$ cat src/rtl/clk_tree_pkg.sv
package clk_tree_pkg;

  localparam int NUM_DIV   = 5;
  localparam int NUM_ROOT  = 10;
  localparam int SEL_W     = 5;
  localparam int SEL_LSB   = 24;
  localparam int DIV_LSB   = 2;
  localparam int DIV_MAX_W = 8;
  localparam int IDX_W     = 5;
  localparam int CODES     = 1 << SEL_W;

  localparam logic [SEL_W-1:0] SRC_IRC     = 5'd1;
  localparam logic [SEL_W-1:0] SRC_RSVD    = 5'd5;
  localparam logic [SEL_W-1:0] SRC_PLL_USB = 5'd7;
  localparam int               SRC_DIV0    = 12;

  typedef enum logic [2:0] {
    K_DIV_A, K_DIV_BE, K_SAFE, K_USB0, K_COMMON, K_ALL, K_RSVD
  } nodeKind_e;

  typedef struct packed {
    logic             wr;
    logic             rd;
    logic             isDiv;
    logic             isBase;
    logic [IDX_W-1:0] idx;
  } regStb_t;

  function automatic logic [CODES-1:0] allowedMask(nodeKind_e k);
    logic [CODES-1:0] roots;
    roots = 32'h0000_005F;
    case (k)
      K_DIV_A:  return roots | 32'h0000_0380;
      K_DIV_BE: return roots | 32'h0000_1300;
      K_SAFE:   return 32'h0000_0002;
      K_USB0:   return 32'h0000_0080;
      K_COMMON: return roots | 32'h0001_F300;
      K_ALL:    return roots | 32'h0001_F380;
      default:  return '0;
    endcase
  endfunction

  function automatic int divWidth(int i);
    if (i == 0) return 2;
    if (i == NUM_DIV - 1) return 8;
    return 4;
  endfunction

  function automatic nodeKind_e baseKind(int s);
    if (s == 0) return K_SAFE;
    if (s == 1) return K_USB0;
    if (s >= 21 && s <= 24) return K_RSVD;
    if (s == 3 || s == 20 || s == 26 || s == 27) return K_ALL;
    return K_COMMON;
  endfunction

endpackage

$ cat src/rtl/clk_tree_ctrl.sv
module clk_tree_ctrl
  import clk_tree_pkg::*;
#(
  parameter int ADDR_W    = 6,
  parameter int BASE_ADDR = 16,
  parameter int NUM_BASE  = 28
) (
  input  logic              wrEn,
  input  logic              rdEn,
  input  logic [ADDR_W-1:0] addr,
  output regStb_t           stb
);

  logic [ADDR_W-1:0] baseOff;
  logic              hitDiv;
  logic              hitBase;

  always_comb begin
    baseOff = addr - ADDR_W'(BASE_ADDR);
    hitDiv  = (int'(addr) < NUM_DIV);
    hitBase = (int'(addr) >= BASE_ADDR) && (int'(addr) < BASE_ADDR + NUM_BASE);
    stb.wr     = wrEn;
    stb.rd     = rdEn;
    stb.isDiv  = hitDiv;
    stb.isBase = hitBase;
    stb.idx    = hitBase ? baseOff[IDX_W-1:0] : addr[IDX_W-1:0];
  end

endmodule

$ cat src/rtl/clk_tree_regs.sv
module clk_tree_regs
  import clk_tree_pkg::*;
#(
  parameter int NUM_BASE = 28,
  parameter int DATA_W   = 32
) (
  input  logic                           clk,
  input  logic                           rstN,
  input  regStb_t                        stb,
  input  logic [DATA_W-1:0]              wrData,
  output logic [NUM_DIV-1:0]             divPd,
  output logic [NUM_DIV-1:0][SEL_W-1:0]  divSel,
  output logic [NUM_BASE-1:0]            basePd,
  output logic [NUM_BASE-1:0][SEL_W-1:0] baseSel,
  output logic [DATA_W-1:0]              rdData,
  output logic                           rdValid
);

  logic [DATA_W-1:0] divWord  [NUM_DIV];
  logic [DATA_W-1:0] baseWord [NUM_BASE];
  logic [SEL_W-1:0]  newSel;
  logic [DATA_W-1:0] rdMux;

  assign newSel = wrData[SEL_LSB +: SEL_W];

  for (genvar i = 0; i < NUM_DIV; i++) begin : gDiv
    localparam int               W    = divWidth(i);
    localparam logic [CODES-1:0] MASK = allowedMask((i == 0) ? K_DIV_A : K_DIV_BE);
    logic             pdQ;
    logic [SEL_W-1:0] selQ;
    logic [W-1:0]     divQ;
    logic             hit;

    assign hit = stb.wr && stb.isDiv && (stb.idx == IDX_W'(i));

    always_ff @(posedge clk or negedge rstN) begin
      if (!rstN) begin
        pdQ  <= 1'b1;
        selQ <= SRC_IRC;
        divQ <= '0;
      end else if (hit) begin
        pdQ  <= wrData[0];
        divQ <= wrData[DIV_LSB +: W];
        if (MASK[newSel]) selQ <= newSel;
      end
    end

    always_comb begin
      divWord[i]                    = '0;
      divWord[i][0]                 = pdQ;
      divWord[i][DIV_LSB +: W]      = divQ;
      divWord[i][SEL_LSB +: SEL_W]  = selQ;
    end

    assign divPd[i]  = pdQ;
    assign divSel[i] = selQ;
  end

  for (genvar j = 0; j < NUM_BASE; j++) begin : gBase
    localparam nodeKind_e        KIND = baseKind(j);
    localparam logic [CODES-1:0] MASK = allowedMask(KIND);
    logic             pdQ;
    logic [SEL_W-1:0] selQ;

    if (KIND == K_RSVD) begin : gRsvd
      assign pdQ  = 1'b1;
      assign selQ = '0;
      assign baseWord[j] = '0;
    end else if (KIND == K_SAFE) begin : gSafe
      assign pdQ  = 1'b0;
      assign selQ = SRC_IRC;
      always_comb begin
        baseWord[j]                   = '0;
        baseWord[j][SEL_LSB +: SEL_W] = selQ;
      end
    end else begin : gGated
      localparam logic [SEL_W-1:0] RST_SEL = (KIND == K_USB0) ? SRC_PLL_USB : SRC_IRC;
      logic hit;
      assign hit = stb.wr && stb.isBase && (stb.idx == IDX_W'(j));

      always_ff @(posedge clk or negedge rstN) begin
        if (!rstN) begin
          pdQ  <= 1'b1;
          selQ <= RST_SEL;
        end else if (hit) begin
          pdQ <= wrData[0];
          if (MASK[newSel]) selQ <= newSel;
        end
      end

      always_comb begin
        baseWord[j]                   = '0;
        baseWord[j][0]                = pdQ;
        baseWord[j][SEL_LSB +: SEL_W] = selQ;
      end
    end

    assign basePd[j]  = pdQ;
    assign baseSel[j] = selQ;
  end

  always_comb begin
    rdMux = '0;
    for (int i = 0; i < NUM_DIV; i++)
      if (stb.isDiv && stb.idx == IDX_W'(i)) rdMux = divWord[i];
    for (int j = 0; j < NUM_BASE; j++)
      if (stb.isBase && stb.idx == IDX_W'(j)) rdMux = baseWord[j];
  end

  always_ff @(posedge clk or negedge rstN) begin
    if (!rstN) begin
      rdValid <= 1'b0;
      rdData  <= '0;
    end else begin
      rdValid <= stb.rd;
      if (stb.rd) rdData <= rdMux;
    end
  end

endmodule

$ cat src/rtl/clk_tree_resolve.sv
module clk_tree_resolve
  import clk_tree_pkg::*;
#(
  parameter int NUM_BASE = 28
) (
  input  logic [NUM_ROOT-1:0]            rootRun,
  input  logic [NUM_DIV-1:0]             divPd,
  input  logic [NUM_DIV-1:0][SEL_W-1:0]  divSel,
  input  logic [NUM_BASE-1:0]            basePd,
  input  logic [NUM_BASE-1:0][SEL_W-1:0] baseSel,
  output logic [NUM_DIV+NUM_BASE-1:0]    nodeEn
);

  // Three stages break the cascade without a combinational loop:
  // roots feed divider A, roots plus A feed B-E, everything feeds bases.
  logic [CODES-1:0]   rootVec;
  logic [CODES-1:0]   firstVec;
  logic [CODES-1:0]   fullVec;
  logic [NUM_DIV-1:0] divEn;

  always_comb begin
    rootVec = '0;
    rootVec[NUM_ROOT-1:0] = rootRun;
    rootVec[SRC_RSVD] = 1'b0;
  end

  assign divEn[0] = !divPd[0] && rootVec[divSel[0]];

  always_comb begin
    firstVec = rootVec;
    firstVec[SRC_DIV0] = divEn[0];
  end

  for (genvar i = 1; i < NUM_DIV; i++) begin : gDivEn
    assign divEn[i] = !divPd[i] && firstVec[divSel[i]];
  end

  always_comb begin
    fullVec = rootVec;
    fullVec[SRC_DIV0 +: NUM_DIV] = divEn;
  end

  assign nodeEn[NUM_DIV-1:0] = divEn;

  for (genvar j = 0; j < NUM_BASE; j++) begin : gBaseEn
    assign nodeEn[NUM_DIV + j] = !basePd[j] && fullVec[baseSel[j]];
  end

endmodule

$ cat src/rtl/clk_tree_status.sv
module clk_tree_status
  import clk_tree_pkg::*;
#(
  parameter int ADDR_W    = 6,
  parameter int BASE_ADDR = 16,
  parameter int NUM_BASE  = 28,
  parameter int DATA_W    = 32
) (
  input  logic                        clk,
  input  logic                        rstN,
  input  logic                        wrEn,
  input  logic                        rdEn,
  input  logic [ADDR_W-1:0]           addr,
  input  logic [DATA_W-1:0]           wrData,
  input  logic [NUM_ROOT-1:0]         rootRun,
  output logic [DATA_W-1:0]           rdData,
  output logic                        rdValid,
  output logic [NUM_DIV+NUM_BASE-1:0] nodeEn
);

  regStb_t                        stb;
  logic [NUM_DIV-1:0]             divPd;
  logic [NUM_DIV-1:0][SEL_W-1:0]  divSel;
  logic [NUM_BASE-1:0]            basePd;
  logic [NUM_BASE-1:0][SEL_W-1:0] baseSel;

  clk_tree_ctrl #(
    .ADDR_W(ADDR_W), .BASE_ADDR(BASE_ADDR), .NUM_BASE(NUM_BASE)
  ) uCtrl (
    .wrEn(wrEn), .rdEn(rdEn), .addr(addr), .stb(stb)
  );

  clk_tree_regs #(
    .NUM_BASE(NUM_BASE), .DATA_W(DATA_W)
  ) uRegs (
    .clk(clk), .rstN(rstN), .stb(stb), .wrData(wrData),
    .divPd(divPd), .divSel(divSel), .basePd(basePd), .baseSel(baseSel),
    .rdData(rdData), .rdValid(rdValid)
  );

  clk_tree_resolve #(
    .NUM_BASE(NUM_BASE)
  ) uResolve (
    .rootRun(rootRun), .divPd(divPd), .divSel(divSel),
    .basePd(basePd), .baseSel(baseSel), .nodeEn(nodeEn)
  );

endmodule

$ cat config.mk
export PLATFORM = sky130hd
export DESIGN_NAME = clk_tree_status
export DESIGN_NICKNAME = d
export VERILOG_FILES = /design/src/rtl/clk_tree_pkg.sv /design/src/rtl/clk_tree_ctrl.sv /design/src/rtl/clk_tree_regs.sv /design/src/rtl/clk_tree_resolve.sv /design/src/rtl/clk_tree_status.sv
export SDC_FILE = /design/constraint.sdc
export NUM_CORES = 1
export LEC_CHECK = 0
export ABC_AREA = 0
export BUFFER_PORTS_ARGS = -buffer_cell sky130_fd_sc_hd__buf_2
export CORE_UTILIZATION = 60
export DETAILED_ROUTE_END_ITERATION = 6
export PLACE_DENSITY_LB_ADDON = 0.05
export SLEW_MARGIN = 25
export SYNTH_ARGS = -nofsm -noshare
export SYNTH_HDL_FRONTEND = slang
export SYNTH_SLANG_ARGS = --single-unit
$ cat constraint.sdc
create_clock -name clk -period 4.92 [get_ports clk]
set_clock_uncertainty 0.15 [all_clocks]
set_input_delay 0.246 -clock clk [delete_from_list [all_inputs] [get_ports clk]]
set_output_delay 0.246 -clock clk [all_outputs]
set_load 0.01 [all_outputs]
Word level (Yosys, flattened, before mapping) --
Memory sizes are Yosys's and may differ from the RTL's. Index checks and enable logic that the tools add are counted.
Storage, ports and cells: register bits after elaboration 223, memory bits (read-only) 160, word-level logic and storage cells 372, memories kept 5
Memory list:
- (name not given) | words 32, width 1, rd ports 1, clocked after Yosys merged registers in 0, write ports 0, line clk_tree_regs.sv:87 | if (MASK[newSel]) selQ <= newSel;
- (name not given) | words 32, width 1, rd ports 1, clocked after Yosys merged registers in 0, write ports 0, line clk_tree_regs.sv:87
- (name not given) | words 32, width 1, rd ports 1, clocked after Yosys merged registers in 0, write ports 0, line clk_tree_regs.sv:44 | if (MASK[newSel]) selQ <= newSel;
- (name not given) | words 32, width 1, rd ports 1, clocked after Yosys merged registers in 0, write ports 0, line clk_tree_regs.sv:87
- (name not given) | words 32, width 1, rd ports 1, clocked after Yosys merged registers in 0, write ports 0, line clk_tree_regs.sv:44
Cells by class: $add $sub $neg 1, $lt $le $gt $ge 32, equality and inequality tests 27, multiplexer cells 95, reduce and logical (&&, ||, !) cells 149
Operators by type and width (count):
- 29-bit two-way mux | 33
- 5-bit by 6-bit < comparator with 1-bit output (second input constant) | 29
- 1-bit binary-select mux with 5-bit select | 28
- 1-bit logical AND | 92
- 5-bit equality test (second input constant) | 12
- 2-bit AND reduction | 28
- 5-bit by 4-bit equality test with 1-bit output (second input constant) | 8
- 1-bit two-way mux | 33
- 1-bit logical NOT | 28
- 5-bit by 3-bit equality test with 1-bit output (second input constant) | 4
- 5-bit by 2-bit equality test with 1-bit output (second input constant) | 2
- 6-bit by 5-bit greater-or-equal comparator with 1-bit output (second input constant) | 1
- 6-bit by 3-bit < comparator with 1-bit output (second input constant) | 1
- 6-bit < comparator (second input constant) | 1
- 5-bit by 1-bit equality test with 1-bit output (second input constant) | 1
- 5-bit logical NOT | 1
- 5-bit two-way mux | 1
- 5-bit subtractor (second input constant) | 1

Logic depth before layout (Yosys ltp) --
Gate-level depths: netlist of the first run.
depth after elaboration 38, mapped depth 11, depth with buffers taken out 7

By module --
A second synthesis of the first run with hierarchy kept.
Unflattened totals: cells, all modules 1635, area, all modules 15991.6 µm²
Modules (own cells, without submodules):
- clk_tree_regs | times used 1, cells an instance 952, area each 10794.1 µm², sequential area each 5202.5 µm²
- clk_tree_resolve | times used 1, cells an instance 669, area each 5092.4 µm², sequential area each 0.0 µm²
- clk_tree_ctrl | times used 1, cells an instance 14, area each 105.1 µm², sequential area each 0.0 µm²

Worst setup path after synthesis of the first run --
OpenSTA, ideal clock, no wires.
path kind flip-flop to output port, from register uRegs.gDiv[1].selQ[0], to output nodeEn[19], arrival 2.279 ns, data required time 4.524 ns, path slack 2.245 ns, cell stages (with the launch flop) 10, cells stage by stage dfstp_2 buf_2 mux4_2 a21boi_1 nor4_2 clkbuf_1 a211oi_1 a211oi_1 a31oi_1 a41oi_2
On the way: cells in the longest elaborated chain, start to end 6
Ends and longest elaborated chain:
- start: declaration | line clk_tree_regs.sv:30 | logic [SEL_W-1:0] selQ;
- start signal: assignment | line clk_tree_regs.sv:44
- 1-bit binary-select mux with 5-bit select | line clk_tree_resolve.sv:35 | assign divEn[i] = !divPd[i] && firstVec[divSel[i]];
- 1-bit two-way mux (implied by the code) | line clk_tree_resolve.sv:35
- 1-bit logical AND | line clk_tree_resolve.sv:35
- 1-bit binary-select mux with 5-bit select | line clk_tree_resolve.sv:46 | assign nodeEn[NUM_DIV + j] = !basePd[j] && fullVec[baseSel[j]];
- 1-bit two-way mux (implied by the code) | line clk_tree_resolve.sv:46
- 1-bit logical AND | line clk_tree_resolve.sv:46
- end: declaration | line clk_tree_status.sv:18 | output logic [NUM_DIV+NUM_BASE-1:0] nodeEn
No other way between the ends. The select of a mux whose other input is x is not followed.

Final worst setup path of the first run --
from register uRegs.gDiv[1].selQ[0], to output nodeEn[15]
The elaborated chain is that of the path after synthesis.

==> metrics.csv, run 1 <==
metric,value,unit
outcome,"complete, no violations",
hold_viol,0,
p_leak,6.482,nW
crit_arrival,3.55,ns
async_flop_share,100.0,%
numPortBuffers,76,
fp-row-count,56,
yosys_warnings,0,
die_height,158.7,um
ys_ff_latch,205,
initial_core_util,62.02,%
fmax,253.1,MHz
synth-seq-area-share,35.32,%
setup_slack,0.9691,ns
worstRegToRegCells,7,
rsz0062_at_grt,false,
drt_iter0_markers,1749,
regToRegEndpoint,uRegs.rdData[27],
drive_above_1_share,30.89,%
htreeDepth,1,
post-route-min-period,3.951,ns
grt_usage,40.09,%
critPathRequiredTime,4.52,ns
grt_pass1_vias,12520,
drt_first_pass_iters,6,
cpPeakStageDelay,0.80,ns
clk_path_buf_depth,3,
place_congestion,0.9771,
peakVddDrop,0.2812,mV
finalSetupViolations,0,
numCtsBuffers,24,
tritoncts,built,
drc,0,
syn_inst,1562,
coreArea,23750,um^2
ys_types,81,
cts.sinks,205,
max_cap_viol_count,0,
worstPathMaxFanout,12,
die_x,158.7,um
slowest_stage,nor4_4,
postCtsSetupBuffers,0,
wl_per_cell,26.26,um
critical_path_class,flop to output pin,
pre_cts_ws,1.408,ns
clk_pin_slew,0.06,ns
grt_max_degree,121,
syn-cell-area,14730,um^2
synth_ff_type,dfrtp_1,
reg2reg_from,uRegs.gBase[1].selQ[3],
area_growth,8.468,%
max_slew_margin,31.12,%
tns,0,ns
hold_path_class,input pin to asynchronous set/reset pin,
grt_overflow,0,
slew_violations,0,
timing.final.crit_share,80.30,%
io_pins,118,
final_nets,1601,
final_cell_mix,"mux2_2 (210), nor2_1 (180), dfrtp_1 (147)",
layout_commonest_cell,mux2_2,
worst_setup_path_end_kind,output pin,
rrSetupSlack,2.05,ns
synth_edf_count,0,
grt_pass1_wl,74870,um
tightest_slew,1.020,ns
crit_path_cell_trace,"mux4_2, a21boi_1, nor4_4, buf_4, o21ai_0, a211oi_1, a31oi_1, a41oi_1, buf_2",
clk_latency,0.53,ns
p_per_area,322.4,nW/um^2
crit_path_start_kind,flop,
avgSynthCellArea,9.430,um^2
hpwl,32220,um
dieArea,25180,um^2
wl,49630,um
antenna_found_initial,4,
vias,13350,
cts_root_buffer,clkbuf_16,
finalPower,5.151,mW
ctsResizeCount,0,
via_per_inst,7.061,
antenna_left,0,
[how the worst max path moves through the flow]
| stage | start | depth (start not counted) | endpoint |
|---|---|---|---|
| after global routing | uRegs.gDiv[1].selQ[0] | 9 | nodeEn[15] |
| after detailed placement | addr[1] | 8 | uRegs.gDiv[2].selQ[3] |
| final | uRegs.gDiv[1].selQ[0] | 9 | nodeEn[15] |
| after floorplan | uRegs.gDiv[1].selQ[0] | 9 | nodeEn[19] |
| after global placement | addr[1] | 8 | uRegs.gDiv[2].selQ[2] |
| after CTS | uRegs.gDiv[1].selQ[0] | 9 | nodeEn[15] |
[final cells by class]
class | instances | area, um^2
Sequential cell | 205 | 5202
Clock inverter | 8 | 120.1
Clock buffer | 36 | 706.9
Inverter | 47 | 176.4
Multi-Input combinational cell | 1153 | 8630
Tap cell | 319 | 399.1
Antenna cell | 4 | 10.01
Fill cell | 1964 | 7775
Timing Repair Buffer | 118 | 733.2
[worst max-delay path, delay by kind of cell (launching register included)]
| family | cells | cell delay (ns) |
|---|---|---|
| flops | 1 | 0.62 |
| compound gates | 5 | 0.80 |
| buf+inv | 2 | 0.55 |
| simple gates | 1 | 0.80 |
| mux | 1 | 0.24 |
[layer usage]
layer	share of wire, %	up-vias	GRT usage (%)
met4	5.2	0	18.82
met2	45	907	62.16
met1	39	6532	54.60
met5	0	-	0
met3	11	185	7.022
li1	-	5722	-
[flip-flops by register name (all words and copies together), names as in the netlist]
| name | count |
|---|---|
| uRegs.gBase.selQ | 115 |
| uRegs.gDiv.selQ | 25 |
| uRegs.gBase.pdQ | 23 |
| uRegs.gDiv.divQ | 22 |
| uRegs.rdData | 14 |
| uRegs.gDiv.pdQ | 5 |
| uRegs.rdValid | 1 |
[metrics by stage]
step / util (%) / std cells / hold WS [ns] / area [um^2]
after floorplan: - / 1583 / -0.1996 / 14810
after global placement: 63.32 / 1832 / 0.3074 / 15040
after detailed placement: 63.32 / 1832 / 0.3114 / 15040
after CTS: 67.22 / 1886 / 0.1732 / 15970
after global routing: 67.24 / 1887 / 0.1987 / 15970
final: 67.27 / 1890 / 0.2082 / 15980
[cells in the mapped netlist (6+ instances only)]
cell type	count	area, um^2
a41oi_2	16	260.3
nand3_1	44	220.2
mux2i_1	44	440.4
a21oi_1	56	280.3
a2111oi_0	6	52.55
a221oi_1	9	78.83
inv_1	47	176.4
nor4b_1	22	192.7
nand2_1	100	375.4
buf_4	24	180.2
mux2_2	210	2365
o211ai_1	8	60.06
o31ai_1	21	157.7
o221ai_1	9	78.83
buf_2	38	190.2
a22oi_1	35	262.8
and2_1	11	68.82
a31oi_1	31	193.9
buf_1	19	71.32
nor3_1	15	75.07
clkbuf_1	95	356.6
o21ai_0	98	490.5
nor2_1	180	675.7
nor2b_1	17	106.4
mux4_2	30	675.7
dfstp_2	58	1524
dfrtp_1	147	3679
a211oi_1	52	390.4
nand2b_1	13	81.33
o22ai_1	19	118.9
[logic make-up (layout without fill, tap and decap cells)]
group | after synthesis | count (layout) | share of synthesized area (%)
compound gates | 407 | 407 | 19.38
buf+inv | 225 | 209 | 6.770
flops | 205 | 205 | 35.32
mux | 285 | 285 | 23.81
other cells | 1 | 26 | 0.02546
simple gates | 439 | 439 | 14.70
[power by group]
part / switching (mW) / internal (mW) / total, mW / leakage [nW]
Clock: 0.732 / 1.15 / 1.88 / 0.400
Combinational: 0.680 / 0.500 / 1.18 / 3.48
Sequential: 0.229 / 1.86 / 2.09 / 2.60
Total: 1.64 / 3.51 / 5.15 / 6.48
[repair_timing]
item	4_1_cts	5_1_grt
endpoints found under the hold margin	107	0
hold buffers	10	0
endpoints found under the setup margin	0	0
Power figures use the tool's default switching activity.
==> inputs of run 2 (changes only) <==
--- a/config.mk
+++ b/config.mk
@@ -5,7 +5,7 @@
 export SDC_FILE = /design/constraint.sdc
 export NUM_CORES = 1
 export LEC_CHECK = 0
-export ABC_AREA = 0
+export ABC_AREA = 1
 export BUFFER_PORTS_ARGS = -buffer_cell sky130_fd_sc_hd__buf_2
 export CORE_UTILIZATION = 60
 export DETAILED_ROUTE_END_ITERATION = 6
==> constraint.sdc (replaced) <==
create_clock -name clk -period 3.65 [get_ports clk]
set_clock_uncertainty 0.15 [all_clocks]
set_input_delay 0.1825 -clock clk [delete_from_list [all_inputs] [get_ports clk]]
set_output_delay 0.1825 -clock clk [all_outputs]
set_load 0.01 [all_outputs]
==> metrics.csv, run 2 <==
metric,value,unit
syn-cell-area,13590,um^2
drc,11,
synth_compound_gate_area_share,28.31,%
rsz0062_at_grt,true,
p_leak,6.920,nW
syn_inst,1975,
ys_top_cells_by_area,"dfrtp_1 (27%), nand2_1 (14%), o21ai_0 (13%)",
hpwl,29370,um
regToRegEndpoint,uRegs.rdData[25],
slew_violations,0,
area_growth,12.50,%
intPower,4.154,mW
drt_iter0_markers,1702,
drt_first_pass_iters,7,
synth_top_family_by_area,compound AO/OA/AOI/OAI gates,
top_register,uRegs.gBase.selQ,
tightest_slew,0.7454,ns
grt_pass1_vias,13140,
io_pins,118,
yosys-top-cells-count,"nand2_1 (489), o21ai_0 (356), inv_1 (250)",
critPathRequiredTime,3.32,ns
p_per_area,397.2,nW/um^2
rrSetupSlack,0.97,ns
finalPower,6.072,mW
synth-seq-area-share,38.29,%
hold_viol,0,
reg2reg_from,uRegs.gDiv[0].selQ[1],
whs,0.05510,ns
final_nets,2124,
clk_latency,0.53,ns
crit_arrival,3.27,ns
max_slew_margin,50.24,%
fp-row-count,54,
worstRegToRegCells,25,
post-synth-top-count-cell,nand2_1,
clk_pin_slew,0.06,ns
numPortBuffers,76,
vias,14480,
wl_per_cell,18.98,um
via_per_inst,6.110,
synth_area_leader_cell,dfrtp_1,
power_switching,1.918,mW
ys_ff_latch,205,
finalSetupViolations,0,
worst_setup_path_end_kind,output pin,
reg_top3,"uRegs.gBase.selQ: 115 flops, uRegs.gDiv.selQ: 25 flops, uRegs.gBase.pdQ: 23 flops",
num_antenna_cells,0,
place_congestion,0.9623,
grt_max_degree,72,
dieArea,23250,um^2
htreeDepth,1,
post-route-min-period,3.600,ns
crit_path_start_kind,flop,
layout_commonest_cell,nand2_1,
seqPwrFrac,44.2,%
post-place-cells,2297,
largest_reg_flops,115,
fmax,277.8,MHz
grt_usage,38.50,%
power_frac_clock,37.4,%
failed_checks,design-rule violations,
grt_overflow,0,
numCtsBuffers,24,
layoutNonFillerInstCount,2369,
antenna_left,0,
yosys.area.top_type_share,27.07,%
synth_adder_area_share,0,%
final_cell_mix,"nand2_1 (488), o21ai_0 (353), inv_1 (250)",
die_height,152.5,um
wl,44960,um
pre_cts_ws,0.5035,ns
tns,0,ns
setup_slack,0.04970,ns
antenna_found_initial,0,
clk_path_buf_depth,3,
ys_types,46,
initial_core_util,61.69,%
drive_above_1_share,13.50,%
timing.final.crit_share,98.64,%
die_x,152.5,um
avgSynthCellArea,6.880,um^2
synth_ff_type,dfrtp_1,
max_cap_viol_count,0,
yosys_warnings,0,
coreArea,22030,um^2
peakVddDrop,0.4365,mV
hold_path_class,input pin to asynchronous set/reset pin,
critical_path_class,flop to output pin,
cts.sinks,205,
synth_edf_count,0,
synthSimpleGateAreaFrac,22.21,%
async_flop_share,100.0,%
switching_share,31.59,%
cts_root_buffer,clkbuf_16,
worstPathMaxFanout,7,
outcome,finished with violations,
yosys.area_share.xor_xnor,0,%
tritoncts,built,
synthMuxAreaShare,0,%
grt_pass1_wl,70870,um
p_comb_share,18.4,%
-- run 2: changes by cell type after synthesis, moves of 52 or more --
cell / delta
nand2_1: +389
o21ai_0: +258
mux2_2: -210
inv_1: +203
a21oi_1: +114
nor2_1: -67
clkbuf_1: -52
-- run 2: worst max path at each step --
stage / start / endpoint / slack (ns)
global placement: addr[0] / uRegs.rdData[0] / 0.52
CTS: uRegs.gDiv[0].selQ[0] / nodeEn[30] / 0.0009
finish: uRegs.gDiv[0].selQ[0] / nodeEn[16] / 0.05
global route: uRegs.gDiv[0].selQ[0] / nodeEn[16] / -0.11
floorplan: uRegs.gDiv[0].selQ[0] / nodeEn[25] / 1.12
detailed placement: addr[0] / uRegs.rdData[0] / 0.50
-- run 2: cell type report --
cell class	count	area, um^2
multi-input combinational	1432	7008
fill	1901	6739
sequential	205	5202
inverter	270	1025
timing repair buffer	139	964.7
clock buffer	30	654.4
tap	280	350.3
clock inverter	13	82.58
-- run 2: cell families (layout without fill, tap and decap cells) --
group	after synthesis	count (layout)
and+or+nand+nor	720	720
AOI/OAI and AO/OA	690	690
buffers and inverters	359	452
DFF	205	205
other	1	22
-- run 2: per-stage QoR --
step           instance area [um^2]  util [%]
2_1_floorplan                 13670         -
3_3_place_gp                  14180     64.36
3_5_place_dp                  14180     64.36
4_1_cts                       15120     68.64
5_1_grt                       15290     69.40
6_report                      15290     69.40
-- run 2: metal layers --
metal,vias to the layer above,track usage [%],share of wire (%)
li1,6790,-,-
met2,891,60.30,43
met4,0,18.18,5.4
met3,195,6.940,11
met1,6599,51.97,40
met5,-,0,0
-- run 2: timing repair --
action,CTS,global route
hold buffers,20,0
hold endpoints to repair,120,0
buffers inserted,0,8
endpoints found under the setup margin,6,23
gates resized for setup,2,26
pin swaps,0,13
gates cloned,0,1
-- run 2: worst max-delay path: stages, from the launching register on --
cell and delay, ns:
dfstp_2 0.61, o21ai_2 0.08, o221ai_1 0.20, nand2_1 0.09
nand2_2 0.10, nand3_4 0.12, o21ai_2 0.13, nand3_1 0.09
a21oi_2 0.17, nand3_2 0.16, buf_8 0.19, o211ai_2 0.13
o211ai_1 0.10, o211ai_1 0.11, o21ai_1 0.13, a21oi_2 0.17
buf_2 0.15
-- run 2: power groups by stage --
stage / sequential [mW] / clock, mW / combinational (mW)
6_report: 2.68 / 2.27 / 1.12
5_1_grt: 2.71 / 2.37 / 1.24
4_1_cts: 2.68 / 2.30 / 1.08
3_5_place_dp: 2.71 / 0 / 1.05
3_3_place_gp: 2.71 / 0 / 1.03
2_1_floorplan: 2.66 / 0 / 0.717
